$ cat src/rtl/stx_pkg.sv
package stx_pkg;
  localparam int LOW_W   = 8;
  localparam int CHAR_W  = LOW_W + 1;
  localparam int MAX_STOP = 2;
  localparam int FRAME_W = 1 + CHAR_W + 1 + MAX_STOP;
  localparam int CNT_W   = $clog2(FRAME_W + 1);

  typedef struct packed {
    logic [2:0] size;
    logic [1:0] par;
    logic       two;
  } stx_fmt_t;

  function automatic int char_len(input logic [2:0] size);
    if (size[2]) return CHAR_W;
    return 5 + int'(size[1:0]);
  endfunction

  function automatic logic [CNT_W-1:0] frame_len(input stx_fmt_t f);
    int n;
    n = 1 + char_len(f.size) + (f.par[1] ? 1 : 0) + (f.two ? 2 : 1);
    return CNT_W'(n);
  endfunction

  // Bit 0 is sent first; unused positions stay 1 and serve as stop bits.
  function automatic logic [FRAME_W-1:0] frame_bits(input logic [CHAR_W-1:0] d,
                                                    input stx_fmt_t f);
    logic [FRAME_W-1:0] v;
    logic p;
    int n;
    n = char_len(f.size);
    v = '1;
    v[0] = 1'b0;
    p = f.par[0];
    for (int i = 0; i < CHAR_W; i++) begin
      if (i < n) begin
        v[1+i] = d[i];
        p = p ^ d[i];
      end
    end
    if (f.par[1]) v[1+n] = p;
    return v;
  endfunction
endpackage

$ cat src/rtl/stx_hold_buf.sv
module stx_hold_buf
  import stx_pkg::*;
(
  input  logic              clk,
  input  logic              rst_n,
  input  logic              tx_en,
  input  logic              wr_valid,
  input  logic [LOW_W-1:0]  wr_data,
  input  logic              wr_bit8,
  input  logic              pop,
  output logic              wr_ready,
  output logic              full,
  output logic [CHAR_W-1:0] word
);
  logic push;

  assign wr_ready = !full && tx_en;
  assign push     = wr_valid && wr_ready;

  always_ff @(posedge clk or negedge rst_n) begin
    if (!rst_n) begin
      full <= 1'b0;
      word <= '0;
    end else if (push) begin
      full <= 1'b1;
      word <= {wr_bit8, wr_data};
    end else if (pop) begin
      full <= 1'b0;
    end
  end
endmodule

$ cat src/rtl/stx_shifter.sv
module stx_shifter
  import stx_pkg::*;
(
  input  logic              clk,
  input  logic              rst_n,
  input  logic              bit_tick,
  input  logic              buf_full,
  input  logic [CHAR_W-1:0] buf_word,
  input  stx_fmt_t          fmt,
  output logic              load,
  output logic              frame_end,
  output logic              busy,
  output logic              txd
);
  logic [FRAME_W-1:0] sh;
  logic [CNT_W-1:0]   rem;
  logic [FRAME_W-1:0] fb;
  logic               last;

  assign fb        = frame_bits(buf_word, fmt);
  assign last      = busy && (rem == '0);
  assign load      = bit_tick && buf_full && (!busy || last);
  assign frame_end = bit_tick && last && !buf_full;

  always_ff @(posedge clk or negedge rst_n) begin
    if (!rst_n) begin
      busy <= 1'b0;
      sh   <= '1;
      rem  <= '0;
      txd  <= 1'b1;
    end else if (load) begin
      busy <= 1'b1;
      txd  <= fb[0];
      sh   <= {1'b1, fb[FRAME_W-1:1]};
      rem  <= frame_len(fmt) - CNT_W'(1);
    end else if (bit_tick && busy) begin
      if (rem != '0) begin
        txd <= sh[0];
        sh  <= {1'b1, sh[FRAME_W-1:1]};
        rem <= rem - CNT_W'(1);
      end else begin
        busy <= 1'b0;
        txd  <= 1'b1;
      end
    end
  end
endmodule

$ cat src/rtl/stx_status.sv
module stx_status (
  input  logic clk,
  input  logic rst_n,
  input  logic tx_en,
  input  logic busy,
  input  logic buf_full,
  input  logic frame_end,
  input  logic txc_clr,
  input  logic irq_ack,
  input  logic empty_ie,
  input  logic done_ie,
  output logic tx_drive,
  output logic tx_done,
  output logic irq_empty,
  output logic irq_done
);
  always_ff @(posedge clk or negedge rst_n) begin
    if (!rst_n)                 tx_done <= 1'b0;
    else if (frame_end)         tx_done <= 1'b1;
    else if (txc_clr || irq_ack) tx_done <= 1'b0;
  end

  assign tx_drive  = tx_en || busy || buf_full;
  assign irq_empty = !buf_full && empty_ie;
  assign irq_done  = tx_done && done_ie;
endmodule

$ cat src/rtl/stx_frame_tx.sv
module stx_frame_tx
  import stx_pkg::*;
(
  input  logic             clk,
  input  logic             rst_n,
  input  logic             tx_en,
  input  logic [2:0]       data_sel,
  input  logic [1:0]       par_mode,
  input  logic             two_stop,
  input  logic             bit_tick,
  input  logic             wr_valid,
  output logic             wr_ready,
  input  logic [LOW_W-1:0] wr_data,
  input  logic             wr_bit8,
  input  logic             txc_clr,
  input  logic             irq_ack,
  input  logic             empty_ie,
  input  logic             done_ie,
  output logic             txd,
  output logic             tx_drive,
  output logic             buf_empty,
  output logic             tx_done,
  output logic             irq_empty,
  output logic             irq_done
);
  logic              full, load, frame_end, busy, sh_txd;
  logic [CHAR_W-1:0] word;
  stx_fmt_t          fmt;

  assign fmt = '{size: data_sel, par: par_mode, two: two_stop};

  stx_hold_buf u_buf (
    .clk(clk), .rst_n(rst_n), .tx_en(tx_en), .wr_valid(wr_valid),
    .wr_data(wr_data), .wr_bit8(wr_bit8), .pop(load),
    .wr_ready(wr_ready), .full(full), .word(word)
  );

  stx_shifter u_sh (
    .clk(clk), .rst_n(rst_n), .bit_tick(bit_tick), .buf_full(full),
    .buf_word(word), .fmt(fmt), .load(load), .frame_end(frame_end),
    .busy(busy), .txd(sh_txd)
  );

  stx_status u_st (
    .clk(clk), .rst_n(rst_n), .tx_en(tx_en), .busy(busy), .buf_full(full),
    .frame_end(frame_end), .txc_clr(txc_clr), .irq_ack(irq_ack),
    .empty_ie(empty_ie), .done_ie(done_ie), .tx_drive(tx_drive),
    .tx_done(tx_done), .irq_empty(irq_empty), .irq_done(irq_done)
  );

  assign buf_empty = !full;
  assign txd       = tx_drive ? sh_txd : 1'b1;
endmodule

$ cat config.mk
export PLATFORM = sky130hd
export DESIGN_NAME = stx_frame_tx
export DESIGN_NICKNAME = d
export VERILOG_FILES = /design/src/rtl/stx_pkg.sv /design/src/rtl/stx_hold_buf.sv /design/src/rtl/stx_shifter.sv /design/src/rtl/stx_status.sv /design/src/rtl/stx_frame_tx.sv
export SDC_FILE = /design/constraint.sdc
export NUM_CORES = 1
export LEC_CHECK = 0
export BUFFER_PORTS_ARGS = -buffer_cell sky130_fd_sc_hd__buf_4
export CORE_UTILIZATION = 60
export CTS_CLUSTER_SIZE = 30
export DETAILED_ROUTE_END_ITERATION = 7
export GPL_TIMING_DRIVEN = 0
export PLACE_DENSITY = 0.82
export SKIP_CTS_REPAIR_TIMING = 1
export SLEW_MARGIN = 20
export SYNTH_ARGS = -nofsm -noshare
export SYNTH_HDL_FRONTEND = slang
export SYNTH_SLANG_ARGS = --single-unit
$ cat constraint.sdc
create_clock -name clk -period 4.6 [get_ports clk]
set_input_delay 0.46 -clock clk [delete_from_list [all_inputs] [get_ports clk]]
set_output_delay 0.46 -clock clk [all_outputs]
set_load 0.05 [all_outputs]
# Word level (Yosys, flattened, before mapping)

Index checks and enable logic that the tools add are counted.

Register bits after elaboration: 30
Input port bits: 24
Output and inout bits: 7
Word-level logic and storage cells: 107

Add/subtract/negate cells: 7
$lt $le $gt $ge: 11
Eq/ne operators: 1
Mux-type cells: 47
Bitwise gates (word level): 9
Reductions and logical operators: 25

Operators with widths:

| operator                                                                | count |
|---|---|
| 4-bit by 32-bit < comparator with 1-bit output (first input constant)   | 4 |
| 3-bit by 32-bit < comparator with 1-bit output (first input constant)   | 2 |
| 13-bit two-way mux                                                      | 4 |
| 1-bit two-way mux                                                       | 33 |
| 2-bit by 32-bit adder with 32-bit output (first input constant)         | 1 |
| 32-bit by 1-bit >= comparator with 1-bit output (second input constant) | 1 |
| 1-bit by 32-bit < comparator with 1-bit output (first input constant)   | 1 |
| 2-bit by 32-bit < comparator with 1-bit output (first input constant)   | 1 |
| 32-bit by 6-bit < comparator with 1-bit output (second input constant)  | 1 |
| 5-bit by 32-bit < comparator with 1-bit output (first input constant)   | 1 |
| 32-bit two-way mux                                                      | 1 |
| 4-bit two-way mux                                                       | 6 |
| 13-bit bitwise mux                                                      | 1 |
| 1-bit logical AND                                                       | 11 |
| 1-bit bitwise XOR                                                       | 9 |
| 4-bit adder                                                             | 2 |
| 2-bit nonzero test                                                      | 4 |
| 4-bit by 1-bit subtractor with 4-bit output (second input constant)     | 2 |
| 2-bit by 4-bit adder with 4-bit output (first input constant)           | 1 |
| 3-bit by 2-bit adder with 4-bit output (first input constant)           | 1 |
| 1-bit demux with 4-bit select                                           | 1 |
| 4-bit logical NOT                                                       | 1 |
| 1-bit logical OR                                                        | 4 |
| 2-bit AND reduction                                                     | 2 |
| 4 further kinds                                                         | 5 |

# Longest topological paths before layout

Word-level depth: 23
Depth in mapped cells: 9
Gate-level depth less buffers: 7

# Cells and area by module

A second synthesis with hierarchy kept.

Cells, all modules: 175
Area, all modules: 1,790.5 sq um

By module, submodules not included:

| module       | instances | cells an instance | area each (sq um) | seq. area each (sq um) |
|---|---|---|---|---|
| stx_shifter  | 1         | 143               | 1,291.2           | 466.7 |
| stx_hold_buf | 1         | 24                | 434.2             | 250.2 |
| stx_status   | 1         | 6                 | 55.1              | 25.0 |
| stx_frame_tx | 1         | 2                 | 10.0              | 0.0 |

# Least setup slack after synthesis

No wires, ideal clock.

Path kind: input -> register
Start: input data_sel[0]
End: register u_sh.sh[4]
Data arrival time: 2.053 ns
Slack: 2.444 ns
Cell stages on the path: 6
Path buffers: 0
Cell sequence: ha_1 -> nor3_1 -> mux2i_1 -> xnor3_2 -> xnor2_2 -> a41oi_1

Word-level cells in the longest chain between the ends: 23
Elaborated cells between the ends (all ways): 38
Classes of those cells: add/sub: 2; order compare: 11; mux: 16; bitwise: 8; reduce/logical: 1

Ends and longest elaborated chain:

| what                                           | line              | text |
|---|---|---|
| start: declaration                             | stx_frame_tx.sv:7 | `input logic [2:0] data_sel,` |
| 3-bit by 2-bit adder with 4-bit output (*)     | stx_pkg.sv:16     | `return 5 + int'(size[1:0]);` |
| 32-bit two-way mux (*)                         | stx_pkg.sv:16     |  |
| 1-bit by 32-bit < comparator with 1-bit output | stx_pkg.sv:36     | `if (i < n) begin` |
| 1-bit two-way mux                              | stx_pkg.sv:36     |  |
| 1-bit bitwise XOR                              | stx_pkg.sv:38     | `p = p ^ d[i];` |
| 1-bit two-way mux                              | stx_pkg.sv:36     |  |
| 1-bit bitwise XOR                              | stx_pkg.sv:38     |  |
| 1-bit two-way mux                              | stx_pkg.sv:36     |  |
| [... 7 more ...]                               | n/a               |  |
| 1-bit two-way mux                              | stx_pkg.sv:36     |  |
| 1-bit bitwise XOR                              | stx_pkg.sv:38     |  |
| 1-bit two-way mux                              | stx_pkg.sv:36     |  |
| 1-bit bitwise XOR                              | stx_pkg.sv:38     |  |
| 1-bit two-way mux                              | stx_pkg.sv:36     |  |
| 13-bit bitwise mux                             | stx_pkg.sv:41     | `if (f.par[1]) v[1+n] = p;` |
| 13-bit two-way mux (*)                         | stx_pkg.sv:41     |  |
| 13-bit two-way mux (*)                         | stx_shifter.sv:31 | `end else if (load) begin` |
| end signal: assignment                         | stx_shifter.sv:34 | `sh <= {1'b1, fb[FRAME_W-1:1]};` |
| end signal: assignment                         | stx_shifter.sv:39 | `sh <= {1'b1, sh[FRAME_W-1:1]};` |
| end: declaration                               | stx_shifter.sv:15 | `logic [FRAME_W-1:0] sh;` |

Mark *: on every way between the ends. The rest lies on a longest branch, timed or not.
A chain may end at the register's enable or synchronous reset.

# Worst setup path after layout

Ends and elaborated chain as after synthesis.

==> metrics.txt <==
# TYPE chip_impl_metric gauge
chip_impl_metric{name="placeableCoreArea",unit="um^2"} 2830
chip_impl_metric{name="wl_per_cell",unit="um"} 17.0
chip_impl_metric{name="avgViaCountPerCell",unit=""} 6.49
chip_impl_metric{name="syn-num-nets",unit=""} 209
chip_impl_metric{name="fin_skew",unit="ns"} 0.00884
chip_impl_metric{name="grt_pass1_vias",unit=""} 1590
chip_impl_metric{name="port_buffers",unit=""} 30
chip_impl_metric{name="worst_setup_hold_path_clk_slew",unit="ns"} 0.09
chip_impl_metric{name="fin_setup_tns",unit="ns"} 0
chip_impl_info{name="run_status",value="complete, but fails checks"} 1
chip_impl_info{name="ys.flop_type",value="sky130_fd_sc_hd__dfrtp_1"} 1
chip_impl_metric{name="post-place-ws",unit="ns"} 1.99
chip_impl_metric{name="clock_insertion_delay_worst_skew",unit="ns"} 0.34
chip_impl_info{name="gr-max-usage-layer",value="met2"} 1
chip_impl_metric{name="switchingPower",unit="uW"} 648
chip_impl_metric{name="worst_slack",unit="ns"} 2.32
chip_impl_metric{name="syn_inst",unit=""} 180
chip_impl_metric{name="worst-path-max-fanout",unit=""} 8
chip_impl_metric{name="cts_buffers",unit=""} 5
chip_impl_metric{name="setup.reg_to_reg.worst_slack",unit="ns"} 2.41
chip_impl_metric{name="post_synth_num_cell_types",unit=""} 49
chip_impl_metric{name="die-height",unit="um"} 57.5
chip_impl_metric{name="clkSinkCount",unit=""} 29
chip_impl_info{name="min-delay-path-class",value="in -> async"} 1
chip_impl_metric{name="num-nets-final",unit=""} 246
chip_impl_metric{name="finalCritPeriodShare",unit="%"} 49.5
chip_impl_metric{name="io-pin-count",unit=""} 31
chip_impl_metric{name="die-width",unit="um"} 57.5
chip_impl_metric{name="worst_ir_drop_vdd",unit="mV"} 0.733
chip_impl_info{name="regToRegStartpoint",value="u_sh.rem[0]"} 1
chip_impl_metric{name="design_internal_power",unit="uW"} 843
chip_impl_metric{name="cts-root-to-sink-buffers",unit=""} 2
chip_impl_metric{name="power_frac_seq",unit="%"} 33.7
chip_impl_metric{name="drcViolationCount",unit=""} 2
chip_impl_metric{name="flow.area_growth_from_synthesis",unit="%"} 17.3
chip_impl_metric{name="postRouteAntennaNets",unit=""} 0
chip_impl_metric{name="grt_util_met2",unit="%"} 46.0
chip_impl_metric{name="number_of_iterations_in_the_first_detailed_routing_pass",unit=""} 6
chip_impl_metric{name="finalSetupViolCount",unit=""} 0
chip_impl_metric{name="grt_pass1_wl",unit="um"} 7090
chip_impl_metric{name="syn_area_per_cell",unit="um^2"} 10.3
chip_impl_metric{name="timing.max_slew.rel_slack",unit="%"} 65.5
chip_impl_info{name="worst_setup_path_start_kind",value="input port"} 1
chip_impl_metric{name="antenna_found_initial",unit=""} 0
chip_impl_metric{name="power.switching_fraction",unit="%"} 43.5
chip_impl_metric{name="reg2regPathDepth",unit=""} 8
chip_impl_metric{name="gr-usage-met3",unit="%"} 5.22
chip_impl_metric{name="layout-drive-gt1-share",unit="%"} 35.5
chip_impl_metric{name="maxCapViolations",unit=""} 0
chip_impl_metric{name="synth_warnings",unit=""} 0
chip_impl_metric{name="globalRouteTotalUtil",unit="%"} 28.2
chip_impl_info{name="violations",value="design-rule violations"} 1
chip_impl_metric{name="start_util",unit="%"} 65.3
chip_impl_metric{name="fmax",unit="MHz"} 439
chip_impl_info{name="grt_setup_unrepaired",value="no"} 1
chip_impl_metric{name="dp.final_hpwl",unit="um"} 3090
chip_impl_metric{name="use_met1",unit="%"} 35.5
chip_impl_info{name="cts_tree",value="built"} 1
chip_impl_info{name="timing.critical_path.to_type",value="flop"} 1
chip_impl_metric{name="critical_path_arrival",unit="ns"} 2.51
chip_impl_metric{name="final_core_utilization",unit="%"} 76.6
chip_impl_metric{name="period_needed",unit="ns"} 2.28
chip_impl_metric{name="timing.critical_path.required",unit="ns"} 4.84
chip_impl_metric{name="timing.final.max_slew_violations",unit=""} 0
chip_impl_metric{name="antenna_cells",unit=""} 0
chip_impl_info{name="yosys-top-cells-count",value="sky130_fd_sc_hd__dfrtp_1 (16), sky130_fd_sc_hd__a21oi_1 (13), sky130_fd_sc_hd__dfstp_2 (13), sky130_fd_sc_hd__nand2_1 (13), sky130_fd_sc_hd__nor2_1 (11)"} 1
chip_impl_metric{name="global_route.overflow_total",unit=""} 0
chip_impl_metric{name="worst_slew_pin_slew",unit="ns"} 0.513
chip_impl_metric{name="die-area",unit="um^2"} 3300
chip_impl_metric{name="cts_max_level",unit=""} 2
chip_impl_info{name="cts_root_buf",value="sky130_fd_sc_hd__clkbuf_4"} 1
chip_impl_info{name="reg2reg_to",value="u_sh.sh[4]"} 1
chip_impl_metric{name="synth_async_sr_flop_share",unit="%"} 100
chip_impl_metric{name="synth_edf_count",unit=""} 0
chip_impl_metric{name="synthDominantCellAreaShare",unit="%"} 21.7
chip_impl_info{name="worst-setup-path-type",value="in -> reg"} 1
chip_impl_metric{name="detailedRoute.firstIterationViolations",unit=""} 100
chip_impl_metric{name="fin_worst_hold_slack",unit="ns"} 0.0212
chip_impl_metric{name="synth-seq-cells",unit=""} 29
chip_impl_metric{name="power.clock.fraction",unit="%"} 10.8
chip_impl_info{name="yosys.area.top_type",value="sky130_fd_sc_hd__dfrtp_1"} 1
chip_impl_metric{name="place.gp.congestion",unit=""} 0.935
chip_impl_metric{name="largest_net_degree_at_the_start_of_global_routing",unit=""} 30
chip_impl_metric{name="seq_area_frac_synth",unit="%"} 40.2
chip_impl_metric{name="netlist_area",unit="um^2"} 1850
chip_impl_info{name="yosys.cell_count.top_type",value="sky130_fd_sc_hd__dfrtp_1"} 1
chip_impl_metric{name="power_density",unit="nW/um^2"} 688
chip_impl_info{name="ys_top_cells_by_area",value="sky130_fd_sc_hd__dfrtp_1 (22%), sky130_fd_sc_hd__dfstp_2 (18%), sky130_fd_sc_hd__mux2_2 (5.5%)"} 1
chip_impl_metric{name="totalWireLength",unit="um"} 4200
chip_impl_metric{name="row_count",unit=""} 19
chip_impl_metric{name="timing.final.hold_violations",unit=""} 0
chip_impl_metric{name="power.combinational.fraction",unit="%"} 55.5
chip_impl_metric{name="total_via_count_in_the_routed_design",unit=""} 1610
chip_impl_metric{name="cellLeakagePower",unit="uW"} 0.000953
-- stage by stage --
| stage | instances | area [um^2] | total power [uW] |
|---|---|---|---|
| after floorplan | 180 | 1850 | 1130 |
| after global placement | 241 | 2110 | 1290 |
| after detailed placement | 241 | 2110 | 1320 |
| after CTS | 248 | 2170 | 1480 |
| after global routing | 248 | 2170 | 1580 |
| final | 248 | 2170 | 1490 |
-- critical path: stages --
cell,delay [ns]
sky130_fd_sc_hd__buf_4,0.14
sky130_fd_sc_hd__ha_1,0.43
sky130_fd_sc_hd__nor3_1,0.33
sky130_fd_sc_hd__mux2i_1,0.27
sky130_fd_sc_hd__xnor3_2,0.30
sky130_fd_sc_hd__xnor2_2,0.38
sky130_fd_sc_hd__a41oi_1,0.20
-- power groups by stage --
stage | combinational (uW) | sequential (uW) | clock [uW]
after floorplan | 650 | 478 | 0
after global placement | 794 | 497 | 0
after detailed placement | 816 | 504 | 0
after CTS | 820 | 500 | 164
after global routing | 893 | 517 | 171
final | 827 | 503 | 161
-- routing by layer --
metal  vias up  share of wire, %
met4         0               2.4
met2        71                49
met5         -                 0
met3         9               5.6
met1       795                43
li1        735                 -
-- flip-flops by register name (all words and copies together) (netlist names) --
name	flops
u_sh.sh	12
u_buf.word	9
u_sh.rem	4
u_buf.full	1
u_sh.busy	1
u_sh.txd	1
u_st.tx_done	1
-- placed cells by master, fill, tap and decap left out, drive strengths merged, types with 3 or more instances in the layout --
master and n:
dfrtp 16, nand2b 5, nand2 13, buf 37, a31oi 5, a21oi 13
xnor2 5, and3 6, mux2 9, nor3b 5, nor3 6, a221oi 4
nand3b 3, nor2b 4, inv 6, o21ai 13, clkbuf 7, dfstp 13
ha 3, nor2 12
-- cell type report --
| class | count | area (um^2) |
|---|---|---|
| sequential | 29 | 742 |
| tap | 31 | 38.8 |
| buffer | 7 | 60.1 |
| inverter | 6 | 22.5 |
| fill | 195 | 663 |
| multi-input combinational | 138 | 1020 |
| clock buffer | 7 | 55.1 |
| timing repair buffer | 30 | 225 |
-- kinds of logic after synthesis --
logic type	Yosys count	share of synthesized area (%)
adder cells (fa/ha/maj)	5	4.20
XOR/XNOR	8	5.42
buffers and inverters	13	4.47
AND/OR/NAND/NOR	63	20.9
flip-flops	29	40.2
multiplexers	10	6.03
AO/OA/AOI/OAI	52	18.8
-- how the worst max path moves through the flow --
stage                 from    endpoint
4_1_cts        data_sel[0]  u_sh.sh[4]
3_5_place_dp   data_sel[0]  u_sh.sh[4]
3_3_place_gp   data_sel[0]  u_sh.sh[4]
6_report       data_sel[0]  u_sh.sh[4]
2_1_floorplan  data_sel[0]  u_sh.sh[4]
5_1_grt        data_sel[0]  u_sh.sh[4]
(Power assumes the default switching activity.)
